==> config.mk <==
export PLATFORM = sky130hd
export DESIGN_NAME = vid_layer_mixer
export DESIGN_NICKNAME = d
export VERILOG_FILES = /design/src/rtl/vlm_pkg.sv /design/src/rtl/vlm_classify.sv /design/src/rtl/vlm_regs.sv /design/src/rtl/vlm_hpos.sv /design/src/rtl/vlm_prio.sv /design/src/rtl/vid_layer_mixer.sv
export SDC_FILE = /design/constraint.sdc
export NUM_CORES = 1
export LEC_CHECK = 0
export BUFFER_PORTS_ARGS = -buffer_cell sky130_fd_sc_hd__buf_2
export CAP_MARGIN = 20
export CORE_AREA = 2 2 94 96
export CTS_CLUSTER_DIAMETER = 200
export DETAILED_ROUTE_END_ITERATION = 10
export DIE_AREA = 0 0 96 98
export PLACE_DENSITY = 0.81
export SYNTH_ARGS = -nofsm -noshare
export SYNTH_HDL_FRONTEND = slang
export SYNTH_SLANG_ARGS = --single-unit
export TNS_END_PERCENT = 10
==> constraint.sdc <==
create_clock -name clk -period 11.8 [get_ports clk]
set_clock_uncertainty 0.05 [all_clocks]
set_input_delay 2.36 -clock clk [delete_from_list [all_inputs] [get_ports clk]]
set_output_delay 2.36 -clock clk [all_outputs]
set_load 0.03 [all_outputs]
==> src/rtl/vlm_pkg.sv <==
package vlm_pkg;

   localparam int NUM_WIN     = 2;
   localparam int NUM_REGIONS = 1 << NUM_WIN;

   typedef enum logic [1:0] {
      MODE_A_TOP    = 2'b00,
      MODE_B_SPR_UP = 2'b01,
      MODE_A_SPR_BK = 2'b10,
      MODE_RSVD     = 2'b11
   } mix_mode_e;

   // one region's setting: {mode[1:0], en_b, en_a}
   typedef struct packed {
      logic [1:0] mode;
      logic       en_b;
      logic       en_a;
   } region_cfg_t;

   typedef struct packed {
      logic none;
      logic bg;
      logic spr;
   } pix_class_t;

endpackage

==> src/rtl/vlm_classify.sv <==
module vlm_classify
   import vlm_pkg::*;
#(
   parameter int PIX_W = 9
)(
   input  logic [PIX_W-1:0] pix_i,
   input  logic             en_i,
   output pix_class_t       cls_o
);

   localparam logic [PIX_W-1:0] NO_PIX = {1'b1, {(PIX_W-1){1'b0}}};

   logic             is_spr;
   logic             colour_nz;
   logic             absent;

   initial begin : param_chk
      assert (PIX_W >= 2) else $error("vlm_classify: PIX_W must be at least 2");
   end

   always_comb begin
      is_spr    = pix_i[PIX_W-1];
      colour_nz = |pix_i[PIX_W-2:0];
      absent    = (pix_i == NO_PIX) || !en_i;
      cls_o.none = absent;
      cls_o.spr  = !absent && is_spr && colour_nz;
      cls_o.bg   = !absent && !is_spr && colour_nz;
   end

endmodule

==> src/rtl/vlm_regs.sv <==
module vlm_regs
   import vlm_pkg::*;
#(
   parameter int REG_W      = 10,
   parameter int HPOS_W     = 10,
   parameter int ADDR_W     = 2,
   parameter bit SHADOW_CFG = 1'b1
)(
   input  logic                                 clk,
   input  logic                                 rst_n,
   input  logic                                 wr_en,
   input  logic [ADDR_W-1:0]                    wr_addr,
   input  logic [REG_W-1:0]                     wr_data,
   input  logic                                 line_go,
   output logic [NUM_WIN-1:0][HPOS_W-1:0]       win_w_o,
   output region_cfg_t [NUM_REGIONS-1:0]        cfg_o
);

   localparam int CFG_BITS  = $bits(region_cfg_t);
   localparam int PAIR_BITS = 2 * CFG_BITS;
   localparam logic [ADDR_W-1:0] A_CFG_LO = ADDR_W'(NUM_WIN);
   localparam logic [ADDR_W-1:0] A_CFG_HI = ADDR_W'(NUM_WIN + 1);
   localparam region_cfg_t CFG_RST = '{mode: MODE_A_TOP, en_b: 1'b1, en_a: 1'b1};

   initial begin : param_chk
      assert (REG_W >= PAIR_BITS) else $error("vlm_regs: REG_W too narrow for two region settings");
      assert (REG_W >= HPOS_W)    else $error("vlm_regs: REG_W narrower than a window width");
      assert ((1 << ADDR_W) >= NUM_WIN + 2) else $error("vlm_regs: ADDR_W too small");
   end

   logic [NUM_WIN-1:0][HPOS_W-1:0] sh_win;
   region_cfg_t [NUM_REGIONS-1:0]  sh_cfg;

   // host-side copy, written at any time
   always_ff @(posedge clk) begin
      if (!rst_n) begin
         sh_win <= '0;
         for (int r = 0; r < NUM_REGIONS; r++) sh_cfg[r] <= CFG_RST;
      end else if (wr_en) begin
         for (int w = 0; w < NUM_WIN; w++) begin
            if (wr_addr == ADDR_W'(w)) sh_win[w] <= wr_data[HPOS_W-1:0];
         end
         if (wr_addr == A_CFG_LO) {sh_cfg[1], sh_cfg[0]} <= wr_data[PAIR_BITS-1:0];
         if (wr_addr == A_CFG_HI) {sh_cfg[3], sh_cfg[2]} <= wr_data[PAIR_BITS-1:0];
      end
   end

   generate
      if (SHADOW_CFG) begin : g_shadow
         logic [NUM_WIN-1:0][HPOS_W-1:0] act_win;
         region_cfg_t [NUM_REGIONS-1:0]  act_cfg;

         always_ff @(posedge clk) begin
            if (!rst_n) begin
               act_win <= '0;
               for (int r = 0; r < NUM_REGIONS; r++) act_cfg[r] <= CFG_RST;
            end else if (line_go) begin
               act_win <= sh_win;
               act_cfg <= sh_cfg;
            end
         end

         // the line-start dot already sees the new values
         assign win_w_o = line_go ? sh_win : act_win;
         assign cfg_o   = line_go ? sh_cfg : act_cfg;

         AST_ACT_HOLD: assert property (@(posedge clk) disable iff (!rst_n)
            !line_go |=> ($stable(act_cfg) && $stable(act_win)));
      end else begin : g_direct
         assign win_w_o = sh_win;
         assign cfg_o   = sh_cfg;
      end
   endgenerate

endmodule

==> src/rtl/vlm_hpos.sv <==
module vlm_hpos
   import vlm_pkg::*;
#(
   parameter int HPOS_W   = 10,
   parameter int WIN_BASE = 64
)(
   input  logic                            clk,
   input  logic                            rst_n,
   input  logic                            dot_en,
   input  logic                            line_start,
   input  logic [NUM_WIN-1:0][HPOS_W-1:0]  win_w_i,
   output logic [NUM_WIN-1:0]              in_win_o
);

   localparam logic [HPOS_W-1:0] BASE   = HPOS_W'(WIN_BASE);
   localparam logic [HPOS_W-1:0] CNT_MX = '1;

   initial begin : param_chk
      assert (WIN_BASE > 0 && WIN_BASE < (1 << HPOS_W))
         else $error("vlm_hpos: WIN_BASE must fit inside HPOS_W");
   end

   logic [HPOS_W-1:0] cnt;
   logic [HPOS_W-1:0] pos;

   always_ff @(posedge clk) begin
      if (!rst_n) begin
         cnt <= '0;
      end else if (dot_en) begin
         if (line_start)         cnt <= HPOS_W'(1);
         else if (cnt != CNT_MX) cnt <= cnt + 1'b1;
      end
   end

   assign pos = line_start ? '0 : cnt;

   generate
      for (genvar w = 0; w < NUM_WIN; w++) begin : g_win
         logic armed;
         logic [HPOS_W-1:0] span;
         assign armed       = (win_w_i[w] >= BASE);
         assign span        = win_w_i[w] - BASE;
         assign in_win_o[w] = armed && (pos < span);
      end
   endgenerate

   AST_HPOS_RESTART: assert property (@(posedge clk) disable iff (!rst_n)
      (dot_en && line_start) |=> (cnt == HPOS_W'(1)));
   AST_HPOS_HOLD: assert property (@(posedge clk) disable iff (!rst_n)
      !dot_en |=> $stable(cnt));
   AST_WIN_FIRST_DOT: assert property (@(posedge clk) disable iff (!rst_n)
      (line_start && in_win_o[0]) |-> (win_w_i[0] > BASE));

endmodule

==> src/rtl/vlm_prio.sv <==
module vlm_prio
   import vlm_pkg::*;
#(
   parameter int PIX_W = 9
)(
   input  logic [PIX_W-1:0] pix_a_i,
   input  logic [PIX_W-1:0] pix_b_i,
   input  pix_class_t       cls_a_i,
   input  pix_class_t       cls_b_i,
   input  logic             a_over_i,
   input  logic [1:0]       mode_i,
   output logic [PIX_W-1:0] mix_o
);

   logic a_vis, b_vis;

   always_comb begin
      a_vis = cls_a_i.bg || cls_a_i.spr;
      b_vis = cls_b_i.bg || cls_b_i.spr;
      mix_o = '0;
      unique case (mode_i)
         MODE_B_SPR_UP: begin
            if (cls_a_i.spr)      mix_o = pix_a_i;
            else if (cls_b_i.spr) mix_o = pix_b_i;
            else if (cls_a_i.bg)  mix_o = pix_a_i;
            else if (cls_b_i.bg)  mix_o = pix_b_i;
         end
         MODE_A_SPR_BK: begin
            if (cls_a_i.spr && a_over_i) mix_o = '0;
            else if (cls_a_i.bg)         mix_o = pix_a_i;
            else if (b_vis)              mix_o = pix_b_i;
            else if (cls_a_i.spr)        mix_o = pix_a_i;
         end
         default: begin
            if (a_vis)      mix_o = pix_a_i;
            else if (b_vis) mix_o = pix_b_i;
         end
      endcase
   end

endmodule

==> src/rtl/vid_layer_mixer.sv <==
module vid_layer_mixer
   import vlm_pkg::*;
#(
   parameter int PIX_W      = 9,
   parameter int HPOS_W     = 10,
   parameter int REG_W      = 10,
   parameter int ADDR_W     = 2,
   parameter int WIN_BASE   = 64,
   parameter bit SHADOW_CFG = 1'b1
)(
   input  logic              clk,
   input  logic              rst_n,
   input  logic              dot_en,
   input  logic              line_start,
   input  logic [PIX_W-1:0]  pix_a,
   input  logic [PIX_W-1:0]  pix_b,
   input  logic              a_spr_over_bg,
   input  logic              reg_wr,
   input  logic [ADDR_W-1:0] reg_addr,
   input  logic [REG_W-1:0]  reg_wdata,
   output logic [PIX_W-1:0]  pix_out
);

   localparam logic [PIX_W-1:0] NO_PIX = {1'b1, {(PIX_W-1){1'b0}}};

   logic                           line_go;
   logic [NUM_WIN-1:0][HPOS_W-1:0] win_w;
   region_cfg_t [NUM_REGIONS-1:0]  cfg_all;
   logic [NUM_WIN-1:0]             in_win;
   region_cfg_t                    cfg_cur;
   pix_class_t                     cls [2];
   logic [PIX_W-1:0]               src_pix [2];
   logic [1:0]                     src_en;
   logic [PIX_W-1:0]               mix;

   assign line_go = dot_en && line_start;

   vlm_regs #(
      .REG_W(REG_W), .HPOS_W(HPOS_W), .ADDR_W(ADDR_W), .SHADOW_CFG(SHADOW_CFG)
   ) u_regs (
      .clk(clk), .rst_n(rst_n), .wr_en(reg_wr), .wr_addr(reg_addr),
      .wr_data(reg_wdata), .line_go(line_go), .win_w_o(win_w), .cfg_o(cfg_all)
   );

   vlm_hpos #(
      .HPOS_W(HPOS_W), .WIN_BASE(WIN_BASE)
   ) u_hpos (
      .clk(clk), .rst_n(rst_n), .dot_en(dot_en), .line_start(line_start),
      .win_w_i(win_w), .in_win_o(in_win)
   );

   // region index = {in window 2, in window 1}
   assign cfg_cur    = cfg_all[in_win];
   assign src_pix[0] = pix_a;
   assign src_pix[1] = pix_b;
   assign src_en     = {cfg_cur.en_b, cfg_cur.en_a};

   generate
      for (genvar s = 0; s < 2; s++) begin : g_src
         vlm_classify #(.PIX_W(PIX_W)) u_cls (
            .pix_i(src_pix[s]), .en_i(src_en[s]), .cls_o(cls[s])
         );
      end
   endgenerate

   vlm_prio #(.PIX_W(PIX_W)) u_prio (
      .pix_a_i(pix_a), .pix_b_i(pix_b), .cls_a_i(cls[0]), .cls_b_i(cls[1]),
      .a_over_i(a_spr_over_bg), .mode_i(cfg_cur.mode), .mix_o(mix)
   );

   always_ff @(posedge clk) begin
      if (!rst_n)      pix_out <= '0;
      else if (dot_en) pix_out <= mix;
   end

   AST_OUT_HOLD: assert property (@(posedge clk) disable iff (!rst_n)
      !dot_en |=> $stable(pix_out));
   AST_BACKDROP: assert property (@(posedge clk) disable iff (!rst_n)
      (dot_en && pix_a == NO_PIX && pix_b == NO_PIX) |=> (pix_out == '0));
   AST_HOLE: assert property (@(posedge clk) disable iff (!rst_n)
      (dot_en && cfg_cur.mode == MODE_A_SPR_BK && cfg_cur.en_a && pix_a[PIX_W-1]
       && pix_a != NO_PIX && a_spr_over_bg) |=> (pix_out == '0));
   AST_OUT_SOURCED: assert property (@(posedge clk) disable iff (!rst_n)
      dot_en |=> (pix_out == '0 || pix_out == $past(pix_a) || pix_out == $past(pix_b)));
   AST_BG_ORDER: assert property (@(posedge clk) disable iff (!rst_n)
      (dot_en && cfg_cur.en_a && !pix_a[PIX_W-1] && pix_a != '0 && !pix_b[PIX_W-1])
      |=> (pix_out == $past(pix_a)));

endmodule

==> run_results.csv <==
group,metric,value,unit
clock_tree,cts_buffer_depth,2,
global_routing,antenna_found_initial,0,
clock_tree,cts_root_buf,"clkbuf_8",
worst_setup_path,cp.required,12.01,ns
floorplan,design.die.area,9408,um2
final_layout,area_growth,8.639,%
final_layout,final_common_cell,"dfxtp_1",
worst_setup_path,start_kind,"input pin",
global_routing,use_met2,0.4268,
sta,setup_viol,0,
yosys,synth-seq-cells,91,
worst_setup_path,r2r-start,"u_regs.sh_win[8]",
detailed_routing,ant_nets,0,
yosys,synth_largest_area_cell,"dfxtp_1",
yosys,synthMuxAreaShare,0.1031,
yosys,ys_warn_count,0,
placed_design,gp_congestion,0.8738,
yosys,synthCells,546,
hold_path,min_path_cells,2,
detailed_routing,drc,0,
power,p_per_area,117.1,nW/um2
clock_tree,postCtsSetupBuffers,0,
yosys,yosys.area.top_type_share,0.3678,
detailed_routing,viasPerCell,6.090,
power,vdd_drop_max,0.06446,mV
clock_tree,cts_hold_buf,0,
final_layout,drive_above_1_share,0.1500,
floorplan,coreArea,8466,um2
sta,slew_headroom,0.5098,
hold_path,hp-class,"flop to flop",
yosys,yosys_most_used_dff,"dfxtp_1",
sta,hold_violations,0,
global_routing,grt_usage,0.2628,
sta,layout_min_cycle_time,6.941,ns
worst_setup_path,endpoint_kind,"flop",
yosys,synth_xor_area_frac,0.01768,
detailed_routing,avgRoutedWirePerCell,17.63,um
placed_design,dp_cells,670,
detailed_routing,vias,4190,
final_layout,nets,636,
yosys,synthesis.nets,607,
hold_path,min_from,"u_regs.g_shadow.act_cfg[3]",
yosys,synth_area_leaders,"dfxtp_1 (37%), mux2i_1 (8.5%), nand2_1 (6.7%)",
sta,max_slew.worst_pin.slew,0.7297,ns
clock_tree,cts_buffers,9,
sta,max_freq,144.1,MHz
floorplan,num_io_pins,45,
sta,maxSlewViolCount,0,
final_layout,final_cell_mix,"dfxtp_1 (91), nand2_1 (87), buf_2 (44), nor2b_1 (43), mux2i_1 (42)",
global_routing,met1_usage,0.3459,
clock_tree,clk_pin_slew,0.11,ns
yosys,ys_seq_area_frac,0.3678,
worst_setup_path,worst-path-max-fanout,31,
final_layout,stdcell_area,5381,um2
global_routing,grt_pass1_wl,19510,um
final_layout,fill_cells,724,
worst_setup_path,r2r_cells,16,
clock_tree,post_cts_resized,0,
sta,rsz0062_at_grt,"no",
power,finalPower,630.1,uW
placed_design,dpl_cell_area,5172,um2
global_routing,top_usage_layer,"met2",
detailed_routing,drt_iter0_markers,262,
worst_setup_path,r2r-end,"pix_out[7]",
hold_path,whs_endpoint,"u_regs.g_shadow.act_cfg[3]",
placed_design,preCtsSetupSlack,4.599,ns
floorplan,die_y,98,um
power,p_leak,0.002256,uW
worst_setup_path,arrival,7.15,ns
yosys,yosys.area_share.simple,0.2208,
sta,period_share,0.5882,
clock_tree,htreeDepth,3,
yosys,syn-cell-area,4954,um2
yosys,synthAdderAreaFrac,0.06315,
flow_run,max_cap_violations,0,
placed_design,dp_hpwl,8615,um
yosys,synth-compound-area-share,0.1887,
clock_tree,clock-sinks,91,
global_routing,grt-ovfl-total,0,
clock_tree,clk_latency,0.38,ns
sta,setup_ws,4.860,ns
global_routing,use_met3,0.03858,
final_layout,fin_cells,688,
global_routing,grt_pass1_vias,3973,
floorplan,start_util,0.5851,
detailed_routing,drt_first_pass_iters,5,
worst_setup_path,r2r_setup_slack,7.64,ns
final_layout,diodes,0,
clock_tree,cts_tree,"built",
status,outcome,"completed",
floorplan,fp.dieW,96,um
yosys,avgSynthCellArea,9.072,um2
yosys,synth_cell_types,60,
placed_design,portBuffers,44,
floorplan,fp-row-count,34,
sta,fin_setup_tns,0,ns
global_routing,grt_max_degree,87,
yosys,synth_edf_count,0,
yosys,synthArstFlopShare,0,
yosys,synth_top_family_by_area,"simple AND/OR/NAND/NOR gates",
detailed_routing,drt-total-wl,12130,um
worst_setup_path,critPathKind,"input pin to flop",
area by class of cell:
class                      instances  area (um2)  area share
tap                              108       135.1     0.02511
multi-input combinational        416        2947      0.5475
clock inverter                     6       55.05     0.01023
sequential                        91        1822      0.3385
inverter                           9       33.78    0.006278
timing repair buffer              48       251.5     0.04673
clock buffer                      10       137.6     0.02558
where the power goes:
group / internal (uW) / switching, uW
sequential: 317 / 7.73
clock: 86.8 / 123
combinational: 36.3 / 59.0
total: 440 / 190
registers in the layout (all words and copies together) (netlist names):
name,count
pix_out,9
u_regs.g_shadow.act_win,20
u_regs.sh_win,20
u_regs.g_shadow.act_cfg,16
u_regs.sh_cfg,16
u_hpos.cnt,10
per-stage QoR:
stage | hold slack (ns) | util
after floorplan | 0.3819 | -
after global placement | 0.3892 | 0.6110
after detailed placement | 0.3949 | 0.6110
after CTS | 0.4125 | 0.6338
after global routing | 0.4322 | 0.6357
final | 0.4113 | 0.6357
critical path: stages:
cell      delay, ns
buf_2          0.23
nand2_2        0.31
buf_4          0.46
mux2i_1        0.40
ha_1           0.26
xor2_1         0.09
ha_1           0.30
nand2_1        0.06
o21ai_0        0.22
a221o_1        0.47
mux4_2         0.40
nand2_1        0.08
and2_1         0.16
inv_2          0.04
ha_1           0.52
nand2_1        0.30
a21o_1         0.23
o221ai_1       0.18
a31oi_1        0.06
worst max-delay path by stage:
stage / start / endpoint / slack, ns / depth (start not counted)
global placement: line_start / pix_out[5] / 4.79 / 19
CTS: line_start / pix_out[5] / 4.98 / 19
global route: line_start / pix_out[5] / 4.61 / 19
floorplan: line_start / pix_out[8] / 5.07 / 21
detailed placement: line_start / pix_out[7] / 4.60 / 19
finish: dot_en / pix_out[7] / 4.86 / 19
routing by layer:
metal	up-vias	wire length [um]
met1	1999	5130
met5	-	0
li1	2025	-
met4	0	398
met2	134	5957
met3	32	640
cells in the mapped netlist (all sizes together) (2+ instances only):
master / number
mux2i: 42
buf: 12
a31oi: 9
o311ai: 2
nand4: 5
nor2: 17
nor4: 2
xor2: 7
a21oi: 21
or4: 2
xnor2: 3
and2: 3
dfxtp: 91
o211ai: 9
a21boi: 30
nor2b: 43
a211oi: 2
clkbuf: 18
o211a: 4
nor4b: 14
o221ai: 8
a221oi: 2
nand2: 88
o21ai: 16
and3: 3
a21o: 12
a2111oi: 2
inv: 9
mux4: 4
nor3: 8
nand3b: 4
nand3: 17
ha: 25
o311a: 2
cells by family after synthesis:
| kind of cell | Yosys count |
|---|---|
| adder cells (fa/ha/maj) | 25 |
| AND/OR/NAND/NOR | 212 |
| buffers and inverters | 39 |
| flip-flops | 91 |
| XOR/XNOR | 10 |
| multiplexers | 46 |
| AO/OA/AOI/OAI | 123 |
Power figures use the tool's default switching activity.
